## config.mk

```make
export PLATFORM = sky130hd
export DESIGN_NAME = dual_mode_counter
export DESIGN_NICKNAME = d
export VERILOG_FILES = /design/src/rtl/dual_mode_counter.sv
export SDC_FILE = /design/constraint.sdc
export NUM_CORES = 1
export LEC_CHECK = 0
export ABC_AREA = 1
export BUFFER_PORTS_ARGS = -buffer_cell sky130_fd_sc_hd__buf_2
export CAP_MARGIN = 5
export CORE_AREA = 10 10 105 107
export CTS_CLUSTER_DIAMETER = 100
export CTS_CLUSTER_SIZE = 24
export DETAILED_ROUTE_END_ITERATION = 7
export DIE_AREA = 0 0 115 117
export PLACE_DENSITY = 0.56
export SYNTH_ARGS = -nofsm -noshare
export SYNTH_HDL_FRONTEND = slang
export SYNTH_SLANG_ARGS = --single-unit
```

## constraint.sdc

```tcl
create_clock -name clk -period 1.7 [get_ports clk]
set_input_delay 0.085 -clock clk [delete_from_list [all_inputs] [get_ports clk]]
set_output_delay 0.085 -clock clk [all_outputs]
set_load 0.01 [all_outputs]
```

## src/rtl/dual_mode_counter.sv

```systemverilog
module dual_mode_counter #(
  parameter int COUNT_W         = 16,
  parameter int TICK_PERIOD     = 100_000_000,
  parameter int DEBOUNCE_CYCLES = 1_000_000
) (
  input  logic               clk,
  input  logic               rst,
  input  logic               mode_auto,
  input  logic               btn_raw,
  input  logic               cnt_en,
  output logic [COUNT_W-1:0] count
);

  localparam int DIV_W = (TICK_PERIOD > 1) ? $clog2(TICK_PERIOD) : 1;
  localparam int DEB_W = (DEBOUNCE_CYCLES > 1) ? $clog2(DEBOUNCE_CYCLES) : 1;
  localparam logic [DIV_W-1:0] DIV_LAST = DIV_W'(TICK_PERIOD - 1);
  localparam logic [DEB_W-1:0] DEB_LAST = DEB_W'(DEBOUNCE_CYCLES - 1);

  logic [DIV_W-1:0] div_cnt;
  logic             tick;

  assign tick = cnt_en && (div_cnt == DIV_LAST);

  always_ff @(posedge clk) begin
    if (rst)         div_cnt <= '0;
    else if (cnt_en) div_cnt <= tick ? '0 : div_cnt + 1'b1;
  end

  logic             btn_s1, btn_s2, btn_lvl;
  logic [DEB_W-1:0] deb_cnt;
  logic             deb_diff, deb_full, press;

  assign deb_diff = btn_s2 != btn_lvl;
  assign deb_full = deb_cnt == DEB_LAST;
  assign press    = deb_diff && deb_full && btn_s2;

  always_ff @(posedge clk) begin
    if (rst) begin
      btn_s1  <= 1'b0;
      btn_s2  <= 1'b0;
      btn_lvl <= 1'b0;
      deb_cnt <= '0;
    end else begin
      btn_s1 <= btn_raw;
      btn_s2 <= btn_s1;
      if (!deb_diff) begin
        deb_cnt <= '0;
      end else if (deb_full) begin
        btn_lvl <= btn_s2;
        deb_cnt <= '0;
      end else begin
        deb_cnt <= deb_cnt + 1'b1;
      end
    end
  end

  logic step;
  assign step = mode_auto ? tick : press;

  always_ff @(posedge clk) begin
    if (rst)       count <= '0;
    else if (step) count <= count + 1'b1;
  end

endmodule

```

==> summary.md <==
Pwr
- largest voltage drop on the vdd net: 462.4 uV
- power density cells: 786.8 nW/um2
- cell leakage power: 1.611 nW

Setup path
- CP required: 1.96 ns
- slowest stage delay, CP: 0.36 ns
- cell with the most instances on the worst path: nor2_4
- CP Class: flop to flop
- Critical Path AT: 1.89 ns
- critical-path cell with the highest stage delay: dfxtp_2
- peak fanout along the critical path: 4
- kind of cell adding the most delay to the critical path: simple AND/OR/NAND/NOR gates
- critical path cell sequence: ha_2, nand2_1, nor2_4, nand3_2, nor2_4, nand2_2, nor2_4, o21ai_0, a21oi_1
- Critical Path Source Type: flop
- minimum setup slack among reg-to-reg paths: 0.07 ns
- Bufs and invs on worst path: 0
- number of cells traversed by the worst register-to-register path: 9
- origin of the critical flop-to-flop path: div_cnt[0]$_SDFFE_PP0P_
- Crit path depth: 9
- Critical Path End Type: flop
- endpoint of the worst register-to-register path: div_cnt[16]$_SDFFE_PP0P_

Timing
- # setup viols final: 0
- Post-Route Hold Slack: 0.03923 ns
- final hold violation count: 0
- worst slew slack as a fraction of its limit: 76.76%
- Worst-Margin Slew: 0.3459 ns
- fin crit share: 95.93%
- clock tree skew after final layout: 0.006976 ns
- Tmin final: 1.631 ns
- max-slew violation total from the final report: 0
- setup repair after global routing missed its margin: yes
- maximum achievable frequency: 613.2 MHz

Layout
- Filler Cell Count: 922
- ant diodes: 0
- finished layout cell area: 4100 um2
- count of placed standard cells in the final layout, fillers left out: 668
- number of nets in the final layout: 560
- share of layout cells above drive strength 1: 18.31%
- synthesis-to-finish area growth: 16.33%
- core occupancy in the finished layout: 45.45%

Place
- placed cell count: 649
- IO buf count: 20
- HPWL after detailed placement: 5631 um
- placer congestion estimate: 0.8348
- placed inst area: 3807 um2

Clock tree
- number of buffers created by CTS: 9
- count of clock tree sinks: 66
- number of buffers between clock root and the deepest sink: 2
- TritonCTS clock tree: yes
- later-pin clock latency in the skew report: 0.33 ns
- H-tree level count: 3
- clock root buffer: clkbuf_8
- Clock Pin Slew Worst Setup and Hold Paths: 0.07 ns

Route
- vias per inst: 4.699
- count of antenna-violating nets left after detailed routing: 0
- Vias: 3139
- number of detailed-route iterations in the first pass: 4
- violation count after the first detailed-routing iteration: 172
- count of unresolved DRC violations after routing: 0
- routed len/inst: 11.26 um
- sum of routed wire length over all layers: 7519 um

Synth
- top flip-flop cell by instance count after synthesis: dfxtp_1
- net count after synthesis: 523
- Synth Warn #: 0
- flip-flop and latch count after synthesis: 66
- distinct cell type count of the synthesized netlist: 33
- sequential area share after synthesis: 37.49%
- proportion of register bits with asynchronous set or reset after synthesis: 0%
- Mapped Cells: 515
- synthesized area per cell: 6.844 um2
- EDFF count, synth: 0
- Netlist Area Pre-Place: 3525 um2

Min path
- Hold Path Depth: 2
- HP Class: input pin to flop
- Worst Hold Endpoint: div_cnt[11]$_SDFFE_PP0P_
- startpoint of the lowest-slack hold path: rst

Global routing
- largest net degree at the start of global routing: 21
- via count of the first global-routing pass: 2933
- initial antenna violation count: 0
- global-route usage over all layers: 11.45%
- global-route congestion overflow total: 0
- global-route wire length before repair: 12910 um

Flow run
- Max Cap Viol: 0

Die
- width of the die: 115 um
- ports placed on the boundary: 21
- overall die height: 117 um
- floorplan row count: 35
- overall die area: 13460 um2
- Core Area: 9021 um2
- effective utilization at floorplan: 39.07%

Run status
- outcome: complete, no violations

==> cells by family (layout without fill, tap and decap cells) <==
| family | Yosys count | after routing | synth area share [%] |
|---|---|---|---|
| adder cells (fa/ha/maj) | 3 | 3 | 1.065 |
| buffers and inverters | 68 | 110 | 8.874 |
| XOR/XNOR | 22 | 22 | 5.467 |
| AO/OA/AOI/OAI | 52 | 52 | 7.881 |
| AND/OR/NAND/NOR | 304 | 304 | 39.23 |
| flip-flops | 66 | 66 | 37.49 |
==> metrics by stage <==
step	total power, mW	setup TNS, ns	setup slack, ns
floorplan	1.796	0	0.06472
global placement	1.858	0	0.1119
detailed placement	1.862	0	0.05629
CTS	3.262	0	0.01908
global route	3.382	-0.08042	-0.04007
finish	3.226	0	0.06926
==> final cells by class <==
type | count | area, um2 | area share (%)
multi-input combinational | 381 | 1933 | 47.15
sequential | 66 | 1333 | 32.50
timing repair buffer | 37 | 267.8 | 6.530
inverter | 57 | 214.0 | 5.218
clock buffer | 12 | 165.2 | 4.028
tap | 111 | 138.9 | 3.387
clock inverter | 4 | 48.80 | 1.190
==> cells in the final DEF (no fill, tap or decap), drive strengths merged, types with 3 or more instances in the layout <==
cell	count
nand2	130
nor2	102
dfxtp	66
inv	57
nand3	38
buf	36
a21oi	35
xor2	16
clkbuf	12
o21ai	12
nor3	12
nand4	9
xnor2	6
or2	5
nand3b	4
nor3b	3
ha	3
clkinv	3
==> worst reg2reg max path, stage by stage (launching register included) <==
cell	delay, ns
dfxtp_2	0.36
ha_2	0.20
nand2_1	0.10
nor2_4	0.13
nand3_2	0.13
nor2_4	0.13
nand2_2	0.11
nor2_4	0.12
o21ai_0	0.10
a21oi_1	0.17
==> state kept, by name, indices dropped and copies added (netlist names) <==
signal / cells
btn_s1: 1
deb_cnt: 20
count: 16
btn_lvl: 1
btn_s2: 1
div_cnt: 27
==> worst max path at each step <==
stage / from / end / slack, ns
5_1_grt: div_cnt[0]$_SDFFE_PP0P_ / div_cnt[26]$_SDFFE_PP0P_ / -0.04
3_5_place_dp: div_cnt[0]$_SDFFE_PP0P_ / div_cnt[22]$_SDFFE_PP0P_ / 0.06
4_1_cts: div_cnt[0]$_SDFFE_PP0P_ / div_cnt[16]$_SDFFE_PP0P_ / 0.02
3_3_place_gp: div_cnt[0]$_SDFFE_PP0P_ / div_cnt[26]$_SDFFE_PP0P_ / 0.11
2_1_floorplan: count[0]$_SDFFE_PP0P_ / count[14]$_SDFFE_PP0P_ / 0.06
6_report: div_cnt[0]$_SDFFE_PP0P_ / div_cnt[16]$_SDFFE_PP0P_ / 0.07
==> layer usage <==
metal	global-route usage (%)	share of wire [%]	vias to the layer above
met2	18.96	47	25
met4	3.465	0.89	0
met1	14.48	49	1404
met3	2.548	2.7	6
li1	-	-	1704
met5	0	0	-
==> power by group <==
group          leakage [nW]  internal, mW  total [mW]  switching [mW]
Clock                 0.112         0.795        1.39           0.599
Sequential            0.539          1.58        1.62          0.0357
Combinational         0.960        0.0901       0.216           0.126
Total                  1.61          2.46        3.23           0.761
==> cell usage after synthesis, drive strengths merged, types with 5 or more instances <==
| library cell | count | share of area, % |
|---|---|---|
| a21oi | 35 | 5.1 |
| buf | 10 | 2.7 |
| dfxtp | 66 | 37 |
| inv | 57 | 6.1 |
| nand2 | 130 | 15 |
| nand3 | 38 | 6.0 |
| nand4 | 9 | 1.6 |
| nor2 | 102 | 13 |
| nor3 | 12 | 1.7 |
| o21ai | 12 | 1.7 |
| or2 | 5 | 0.89 |
| xnor2 | 6 | 1.5 |
| xor2 | 16 | 4.0 |
==> what timing repair did <==
| item | in CTS | in global routing |
|---|---|---|
| hold buffers | 1 | 0 |
| resized for setup | 0 | 18 |
| endpoints found under the setup margin | 0 | 15 |
| endpoints found under the hold margin | 1 | 0 |
| buffers inserted | 0 | 2 |
Power figures use the tool's default switching activity.
